--- src/rtl/cfg_serial_tx_pkg.sv ---
package cfg_serial_tx_pkg;

  typedef enum logic [2:0] {
    ST_IDLE,
    ST_START,
    ST_DATA,
    ST_PARITY,
    ST_STOP
  } tx_state_e;

endpackage

--- src/rtl/txf_baud_timer.sv ---
module txf_baud_timer #(
  parameter int PERIOD_W = 16
) (
  input  logic                clk_i,
  input  logic                rst_ni,
  input  logic                restart_i,
  input  logic                run_i,
  input  logic [PERIOD_W-1:0] period_i,
  output logic                tick_o
);

  logic [PERIOD_W-1:0] cnt_q, reload_q, eff_period;

  // 0 and 1 both mean one clock per bit
  assign eff_period = (period_i < PERIOD_W'(2)) ? PERIOD_W'(1) : period_i;

  always_ff @(posedge clk_i or negedge rst_ni) begin
    if (!rst_ni) begin
      cnt_q    <= '0;
      reload_q <= PERIOD_W'(1);
    end else if (restart_i) begin
      reload_q <= eff_period;
      cnt_q    <= eff_period - PERIOD_W'(1);
    end else if (run_i) begin
      cnt_q <= (cnt_q == '0) ? reload_q - PERIOD_W'(1) : cnt_q - PERIOD_W'(1);
    end
  end

  assign tick_o = run_i && !restart_i && (cnt_q == '0);

  AST_CNT_IN_RANGE: assert property (@(posedge clk_i) disable iff (!rst_ni)
    run_i |-> (cnt_q < reload_q));
  AST_RELOAD_NONZERO: assert property (@(posedge clk_i) disable iff (!rst_ni)
    reload_q != '0);

endmodule

--- src/rtl/txf_parity_gen.sv ---
module txf_parity_gen #(
  parameter int DATA_W  = 8,
  parameter int WIDTH_W = 4,
  parameter int MIN_W   = 5,
  localparam int CNT_W  = $clog2(DATA_W + 1)
) (
  input  logic [DATA_W-1:0]  data_i,
  input  logic [WIDTH_W-1:0] width_i,
  input  logic               odd_i,
  output logic [CNT_W-1:0]   nbits_o,
  output logic               parity_o
);

  logic [DATA_W-1:0] mask;

  for (genvar i = 0; i < DATA_W; i++) begin : g_mask
    if (i < MIN_W) begin : g_fixed
      assign mask[i] = 1'b1;
    end else begin : g_sel
      assign mask[i] = (int'(width_i) > i);
    end
  end

  always_comb begin
    if (int'(width_i) < MIN_W)       nbits_o = CNT_W'(MIN_W);
    else if (int'(width_i) > DATA_W) nbits_o = CNT_W'(DATA_W);
    else                             nbits_o = CNT_W'(width_i);
  end

  assign parity_o = (^(data_i & mask)) ^ odd_i;

endmodule

--- src/rtl/txf_sequencer.sv ---
module txf_sequencer
  import cfg_serial_tx_pkg::*;
#(
  parameter int DATA_W = 8,
  localparam int CNT_W = $clog2(DATA_W + 1)
) (
  input  logic              clk_i,
  input  logic              rst_ni,
  input  logic              accept_i,
  input  logic [DATA_W-1:0] data_i,
  input  logic [CNT_W-1:0]  nbits_i,
  input  logic              parity_bit_i,
  input  logic              parity_en_i,
  input  logic              two_stop_i,
  input  logic              idle_lvl_i,
  input  logic              load_i,
  input  logic              tick_i,
  output logic              busy_o,
  output logic              line_o
);

  tx_state_e         state_q;
  logic [DATA_W-1:0] shreg_q;
  logic [CNT_W-1:0]  bits_left_q;
  logic              par_en_q, par_bit_q, stop_left_q, idle_q, line_q;

  always_ff @(posedge clk_i or negedge rst_ni) begin
    if (!rst_ni) begin
      state_q     <= ST_IDLE;
      shreg_q     <= '0;
      bits_left_q <= '0;
      par_en_q    <= 1'b0;
      par_bit_q   <= 1'b0;
      stop_left_q <= 1'b0;
      idle_q      <= 1'b1;
      line_q      <= 1'b1;
    end else if (accept_i) begin
      state_q     <= ST_START;
      shreg_q     <= data_i;
      bits_left_q <= nbits_i - CNT_W'(1);
      par_en_q    <= parity_en_i;
      par_bit_q   <= parity_bit_i;
      stop_left_q <= two_stop_i;
      idle_q      <= idle_lvl_i;
      line_q      <= ~idle_lvl_i;
    end else if (tick_i) begin
      unique case (state_q)
        ST_START: begin
          state_q <= ST_DATA;
          line_q  <= shreg_q[0];
          shreg_q <= shreg_q >> 1;
        end
        ST_DATA: begin
          if (bits_left_q == '0) begin
            if (par_en_q) begin
              state_q <= ST_PARITY;
              line_q  <= par_bit_q;
            end else begin
              state_q <= ST_STOP;
              line_q  <= idle_q;
            end
          end else begin
            line_q      <= shreg_q[0];
            shreg_q     <= shreg_q >> 1;
            bits_left_q <= bits_left_q - CNT_W'(1);
          end
        end
        ST_PARITY: begin
          state_q <= ST_STOP;
          line_q  <= idle_q;
        end
        ST_STOP: begin
          if (stop_left_q) stop_left_q <= 1'b0;
          else             state_q     <= ST_IDLE;
        end
        default: state_q <= ST_IDLE;
      endcase
    end
  end

  assign busy_o = (state_q != ST_IDLE);
  assign line_o = busy_o ? line_q : idle_lvl_i;

  AST_START_LEVEL: assert property (@(posedge clk_i) disable iff (!rst_ni)
    (state_q == ST_START) |-> (line_o == ~idle_q));
  AST_STOP_LEVEL: assert property (@(posedge clk_i) disable iff (!rst_ni)
    (state_q == ST_STOP) |-> (line_o == idle_q));
  AST_BITS_BOUND: assert property (@(posedge clk_i) disable iff (!rst_ni)
    (state_q == ST_DATA) |-> (bits_left_q < CNT_W'(DATA_W)));
  AST_BUSY_LOAD_IGNORED: assert property (@(posedge clk_i) disable iff (!rst_ni)
    (busy_o && load_i && !tick_i) |=> ($stable(state_q) && $stable(bits_left_q) && $stable(shreg_q)));
  AST_CFG_HELD: assert property (@(posedge clk_i) disable iff (!rst_ni)
    (busy_o && !accept_i) |=> ($stable(idle_q) && $stable(par_en_q) && $stable(par_bit_q)));

endmodule

--- src/rtl/cfg_serial_tx.sv ---
module cfg_serial_tx #(
  parameter int DATA_W   = 8,
  parameter int WIDTH_W  = 4,
  parameter int PERIOD_W = 16,
  parameter int MIN_W    = 5,
  localparam int CNT_W   = $clog2(DATA_W + 1)
) (
  input  logic                clk_i,
  input  logic                rst_ni,
  input  logic [DATA_W-1:0]   data_i,
  input  logic                load_i,
  input  logic [WIDTH_W-1:0]  width_i,
  input  logic [PERIOD_W-1:0] bit_period_i,
  input  logic                parity_en_i,
  input  logic                parity_odd_i,
  input  logic [1:0]          stop_sel_i,
  input  logic                idle_lvl_i,
  output logic                line_o,
  output logic                busy_o
);

  logic             accept, tick, parity_bit, busy;
  logic [CNT_W-1:0] nbits;

  assign accept = load_i && !busy;

  txf_parity_gen #(
    .DATA_W (DATA_W),
    .WIDTH_W(WIDTH_W),
    .MIN_W  (MIN_W)
  ) u_parity (
    .data_i  (data_i),
    .width_i (width_i),
    .odd_i   (parity_odd_i),
    .nbits_o (nbits),
    .parity_o(parity_bit)
  );

  txf_baud_timer #(
    .PERIOD_W(PERIOD_W)
  ) u_timer (
    .clk_i    (clk_i),
    .rst_ni   (rst_ni),
    .restart_i(accept),
    .run_i    (busy),
    .period_i (bit_period_i),
    .tick_o   (tick)
  );

  txf_sequencer #(
    .DATA_W(DATA_W)
  ) u_seq (
    .clk_i       (clk_i),
    .rst_ni      (rst_ni),
    .accept_i    (accept),
    .data_i      (data_i),
    .nbits_i     (nbits),
    .parity_bit_i(parity_bit),
    .parity_en_i (parity_en_i),
    .two_stop_i  (stop_sel_i == 2'b10),
    .idle_lvl_i  (idle_lvl_i),
    .load_i      (load_i),
    .tick_i      (tick),
    .busy_o      (busy),
    .line_o      (line_o)
  );

  assign busy_o = busy;

  AST_IDLE_LINE: assert property (@(posedge clk_i) disable iff (!rst_ni)
    !busy_o |-> (line_o == idle_lvl_i));
  AST_ACCEPT_STARTS: assert property (@(posedge clk_i) disable iff (!rst_ni)
    (load_i && !busy_o) |=> busy_o);

endmodule

--- config.mk ---
export PLATFORM = sky130hd
export DESIGN_NAME = cfg_serial_tx
export DESIGN_NICKNAME = d
export VERILOG_FILES = /design/src/rtl/cfg_serial_tx_pkg.sv /design/src/rtl/txf_baud_timer.sv /design/src/rtl/txf_parity_gen.sv /design/src/rtl/txf_sequencer.sv /design/src/rtl/cfg_serial_tx.sv
export SDC_FILE = /design/constraint.sdc
export NUM_CORES = 1
export LEC_CHECK = 0
export BUFFER_PORTS_ARGS = -buffer_cell sky130_fd_sc_hd__buf_2
export CORE_MARGIN = 10
export CORE_UTILIZATION = 52
export DETAILED_ROUTE_END_ITERATION = 7
export GPL_ROUTABILITY_DRIVEN = 0
export PLACE_DENSITY_LB_ADDON = 0.25
export SKIP_CTS_REPAIR_TIMING = 1
export SLEW_MARGIN = 20
export SYNTH_ARGS = -nofsm -noshare
export SYNTH_HDL_FRONTEND = slang
export SYNTH_SLANG_ARGS = --single-unit
--- constraint.sdc ---
create_clock -name clk_i -period 3.3 [get_ports clk_i]
set_clock_uncertainty 0.2 [all_clocks]
set_input_delay 0.66 -clock clk_i [delete_from_list [all_inputs] [get_ports clk_i]]
set_output_delay 0.66 -clock clk_i [all_outputs]
set_load 0.005 [all_outputs]
## Word level (Yosys, flattened, before mapping)

Cells that the tools add are included.

- Input port bits: 36
- Output and inout port bits: 2
- Word-level logic and storage cells: 82
- Bits in registers: 52

- Magnitude comparators: 6
- Bitwise gates (word level): 3
- Reductions and logical operators: 20
- Add/subtract/negate cells: 5
- Equality and inequality tests: 9
- Mux-type cells: 29

Operators with widths:

| kind | number |
|---|---|
| 16-bit 2-to-1 mux | 4 |
| 16-bit by 1-bit subtractor with 16-bit output (second input constant) | 3 |
| 4-bit 2-to-1 mux | 6 |
| 8-bit 2-to-1 mux | 3 |
| 16-bit zero test | 1 |
| 16-bit by 2-bit less-than comparator with 1-bit output (second input constant) | 1 |
| 8-bit case mux with 2 select lines | 1 |
| 3-bit 2-to-1 mux | 5 |
| 4-bit by 3-bit greater-than comparator with 1-bit output (second input constant) | 3 |
| 3-bit case mux with 4 select lines | 1 |
| 3-bit AND reduction | 3 |
| 8-bit bitwise AND | 1 |
| 1-bit 2-to-1 mux | 8 |
| 2-bit nonzero test | 4 |
| 8-bit XOR reduction | 1 |
| 4-bit by 1-bit subtractor with 4-bit output (second input constant) | 2 |
| 3-bit by 2-bit equality test with 1-bit output (second input constant) | 2 |
| 3-bit inequality test (second input constant) | 2 |
| 3-bit nonzero test | 2 |
| 4-bit greater-than comparator (second input constant) | 1 |
| 4-bit zero test | 1 |
| 4-bit by 3-bit less-than comparator with 1-bit output (second input constant) | 1 |
| 2-bit AND reduction | 2 |
| 4-bit nonzero test | 1 |
| other kinds (10) | 13 |

## Longest topological paths before layout

- Depth in word-level cells: 8
- Gate-level depth with buffers: 13

## Cells and area by module

Synthesis repeated with hierarchy kept, for this count alone.

- Cell total of the unflattened synthesis: 339
- Area total of the unflattened synthesis: 3264.4 µm²

Modules (own cells, without submodules):

| module | times used | area an instance (µm²) | cells an instance |
|---|---|---|---|
| txf_baud_timer | 1 | 2001.9 | 219 |
| txf_sequencer | 1 | 1117.3 | 100 |
| txf_parity_gen | 1 | 117.6 | 18 |
| cfg_serial_tx | 1 | 27.5 | 2 |

## Worst setup path before layout

Ideal clock, no wire load.

- Kind: input port to flip-flop
- From: input port load_i
- To: register u_timer.cnt_q[14]
- Data arrival time: 2.930 ns
- Path buffers: 2
- Path slack: 0.087 ns
- Required time: 3.017 ns
- Stages on the path: 11
- Cell sequence: or4b_4 -> buf_6 -> buf_8 -> a311o_4 -> nand2_1 -> ha_1 -> o221a_2 -> nor4b_2 -> nand3_1 -> xor2_1 -> o21ai_0

- Cells in the longest elaborated chain, start to end: 2
- Elaborated cells between the ends (all ways): 3
- Those cells by class: mux (1); reduce/logical (2)

RTL lines:

| item | RTL line | RTL |
|---|---|---|
| from (decl) | cfg_serial_tx.sv:11 | `input logic load_i,` |
| 1-bit logical AND (*) | cfg_serial_tx.sv:25 | `assign accept = load_i && !busy;` |
| 16-bit 2-to-1 mux or 2-bit nonzero test (tied branches) | -- |  |
| to (signal assigned) | txf_baud_timer.sv:23 | `cnt_q <= eff_period - PERIOD_W'(1);` |
| to (signal assigned) | txf_baud_timer.sv:25 | `cnt_q <= (cnt_q == '0) ? reload_q - PERIOD_W'(1) : cnt_q - PERIOD_W'(1);` |
| to (decl) | txf_baud_timer.sv:12 | `logic [PERIOD_W-1:0] cnt_q, reload_q, eff_period;` |

Mark *: on every way between the ends. The rest lies on a longest branch, timed or not.
A chain may end at the register's enable or synchronous reset.

## Worst setup path in the final report

- From: register u_seq.state_q[2]
- To: register u_timer.cnt_q[14]

- Cells in the longest elaborated chain, start to end: 4
- Elaborated cells between the ends (all ways): 5
- Those cells by class: mux (1); reduce/logical (4)

RTL lines:

| item | RTL line | RTL |
|---|---|---|
| from (decl) | txf_sequencer.sv:22 | `tx_state_e state_q;` |
| from (signal assigned) | txf_sequencer.sv:29 | `state_q <= ST_IDLE;` |
| from (signal assigned) | txf_sequencer.sv:38 | `state_q <= ST_START;` |
| from (signal assigned) | txf_sequencer.sv:49 | `state_q <= ST_DATA;` |
| 3-bit nonzero test (*) | txf_sequencer.sv:81 | `assign busy_o = (state_q != ST_IDLE);` |
| 1-bit zero test | cfg_serial_tx.sv:25 |  |
| 1-bit logical AND | cfg_serial_tx.sv:25 |  |
| 16-bit 2-to-1 mux or 2-bit nonzero test (tied branches) | -- |  |

Marked as above.

==> results.md <==
* Outcome: complete, no violations
* Syn avg cell area at 8.718 um^2
* CTS tree: built
* Diode count at 0
* Post-synth top cells: 94 x nand2_1, 49 x dfrtp_1, 29 x o21ai_0
* Pre-CTS WS at -39.58 ps
* DRC at 0
* Vias in the first global route at between 2000 and 3000
* R2R Setup Slk at approximately 240 ps
* Peak Freq at around 0.33 GHz
* Crit path DAT at approximately 3100 ps
* Final ANT Viol Nets at 0
* Max Slew Vio Count at 0
* Peak fanout along the critical path at 5
* Die span in y at between 90 and 100 um
* Initial antenna violation count at 0
* Crit-path cells: or4b_4 > a311o_4 > nand2_1 > ha_1 > o221a_2 > nor4b_2 > nand3_1 > xor2_1 > o21ai_0
* Via count at roughly 2600
* Post-synthesis async set-or-reset flop share at 100.0%
* Die area at between 9000 and 10000 um^2
* VDD IR-drop max at about 0.37 mV
* CP Capture Type: flip-flop
* Syn Inst Count at ~340
* Worst path slowest cell: or4b_4
* Synth Area in XOR/XNOR at approximately 5.6%
* Clk root buf: clkbuf_8
* Max Cap Violations at 0
* Most common cell in the netlist: nand2_1
* First-pass GRT wire length at approximately 12 mm
* Area of the core at between 5000 and 6000 um^2
* Largest net degree at the start of global routing at 44
* Post-synth EDFFs at 0
* Synth Cell Area at 2982 um^2
* PD cells at 830.1 nW/um^2
* Final worst-path cycle share at around 93%
* Bufs on Longest Clock Path at 2
* Fin crit period at a little over 3000 ps
* Ys Warns at 0
* Synth Area in Simple Gates at about a quarter
* WP data required at 3320 ps
* CTS H-tree lvls at 2
* Clk_lat worst skew at 310 ps
* Port bufs at 37
* CTS buffer count at 5
* Top post-synthesis cells by area: dfrtp_1 41%, nand2_1 12%, o21ai_0 4.9%, xor2_1 2.9%, nor2_1 2.9%
* Seq/Total Area, Yosys at 43.77%
* Seq cells post-synth at 52
* Largest family of logic cells by synthesized area: simple AND/OR/NAND/NOR gates
* First drt pass iteration count at 4
* IO Pins at 38
* Vias per Instance at 5.653
* Worst-case reg-to-reg path depth at 9
* Setup CP Type: reg -> reg
* DRT iter0 DRCs at 141
* Seq. cell area at between 1000 and 1500 um^2
* Primary FF master, synth: dfrtp_1
* Hold Vio Cnt, Final at 0
* Net Count, Synth at 380
* Worst R2R Start: u_seq.state_q[2]$_DFFE_PN0P_
* CP Launch Point: u_seq.state_q[2]$_DFFE_PN0P_
* Setup WS post-layout at about 240 ps
* Share of the synthesized area in the top cell type at 41.12%
* Adder-cell share of the synthesized area at less than 1%
* CP peak stage delay at 560 ps
* Setup crit end: u_timer.cnt_q[14]$_DFFE_PN0P_
* Nets at about 420
* Startpoint Class: flip-flop
* Compound-Gate Fraction of Synth Area at ~15%
* FF-to-FF End: u_timer.cnt_q[14]$_DFFE_PN0P_
* Post-DR wirelength/cell at 15.98 um
* Post-synth cell types at 50
* Mux share of post-synthesis cell area at under 10%
* Clock Pin Slew Worst Setup and Hold Paths at 100 ps
* Final cell count without fillers at about 460
* HPWL Detailed at about 5.5 mm
* Area of the multi-input gates at approximately 1600 um^2
* Grt ovf at 0
* Routed WL at ~7.3 mm
* Leading area contributor after synthesis: dfrtp_1
* Initial core utilization at between 50% and 60%
* RSZ-0062 raised after global routing: false
* Pwr Total at around 2.9 mW
* Dpl cells at 450
* Leak at ~1.6 nW
* Layout Area Growth over Synthesis at 15.74%
* Std cell rows at 27
* Layout cells sized above 1 at about a fifth
* Post-layout util at just over 60%
* GRT Overall Usage at about 17%
* Max_slew headroom at between 50 and 60%
* Final setup viols at 0
* Worst-margin pin slew at 663.1 ps
* Clock Sinks at between 50 and 60
* Die Wd at approximately 96 um
* Hold WC Path Type: in -> async
* Fillers at 479
## worst max-delay path: cells and delay by family (launching register included)
kind                     cells  cell delay (ps)
AND/OR/NAND/NOR              4             1240
AO/OA/AOI/OAI                3              740
XOR/XNOR                     1              160
flip-flops                   1              410
adder cells (fa/ha/maj)      1              230
## cells by family after synthesis
kind of cell / count (synthesis)
simple gates: 165
compound gates: 70
flops: 52
buf+inv: 22
xor+xnor: 19
mux: 12
fa+ha+maj: 2
## per-stage QoR
step                      hold slack [ps]  TNS, ps  area, um^2
after detailed placement            254.8   -60.20        3283
after CTS                           161.8        0        3442
after global placement              249.8        0        3283
after floorplan                     164.4        0        2982
after global routing                173.1        0        3451
final                               148.3        0        3451
## flip-flops by register name (all words and copies together), names as in the netlist
signal and flops:
u_seq.par_en_q 1, u_seq.bits_left_q 4, u_seq.shreg_q 8, u_timer.cnt_q 16, u_seq.stop_left_q 1, u_timer.reload_q 16
u_seq.par_bit_q 1, u_seq.idle_q 1, u_seq.line_q 1, u_seq.state_q 3
## worst min-delay path by stage
stage	slack, ps	end
2_1_floorplan	160	u_seq.bits_left_q[0]$_DFFE_PN0P_
3_3_place_gp	250	u_seq.idle_q$_DFFE_PN1P_
3_5_place_dp	250	u_seq.idle_q$_DFFE_PN1P_
4_1_cts	160	u_timer.cnt_q[5]$_DFFE_PN0P_
5_1_grt	170	u_seq.shreg_q[6]$_DFFE_PN0P_
6_report	150	u_timer.cnt_q[5]$_DFFE_PN0P_
## final cells by class
class	count	area share [%]
Multi-Input combinational cell	268	45.47
Clock inverter	3	2.611
Tap cell	72	2.611
Inverter	4	0.4351
Clock buffer	5	1.994
Timing Repair Buffer	54	9.065
Sequential cell	52	37.82
## power by group
group	total (mW)	switching [mW]	internal [mW]
combinational	1.15	0.656	0.499
sequential	1.12	0.189	0.933
clock	0.588	0.209	0.379
## cell usage in the layout, fill, tap and decap left out, types with 3 or more instances in the layout
cell / count
nand2_1: 94
dfrtp_1: 49
buf_2: 37
o21ai_0: 29
nor2_1: 23
buf_4: 17
a21oi_1: 11
nor4_1: 11
o211ai_1: 11
xor2_1: 10
xnor2_1: 9
mux2i_1: 8
nand3_1: 7
nor3_1: 6
clkbuf_8: 5
inv_1: 4
nand2b_1: 4
mux2_2: 4
a31oi_1: 4
nand4_1: 3
bufinv_16: 3
dfstp_2: 3
## metal layers
layer  GRT usage [%]  routed length (um)  vias up
li1                -                   -     1278
met1           22.07                3337     1246
met2           28.05                3565       58
met3           2.568                 354        7
met4           4.177                  63        0
met5               0                   0        -
Note: power is estimated with default switching activity, not from simulation.
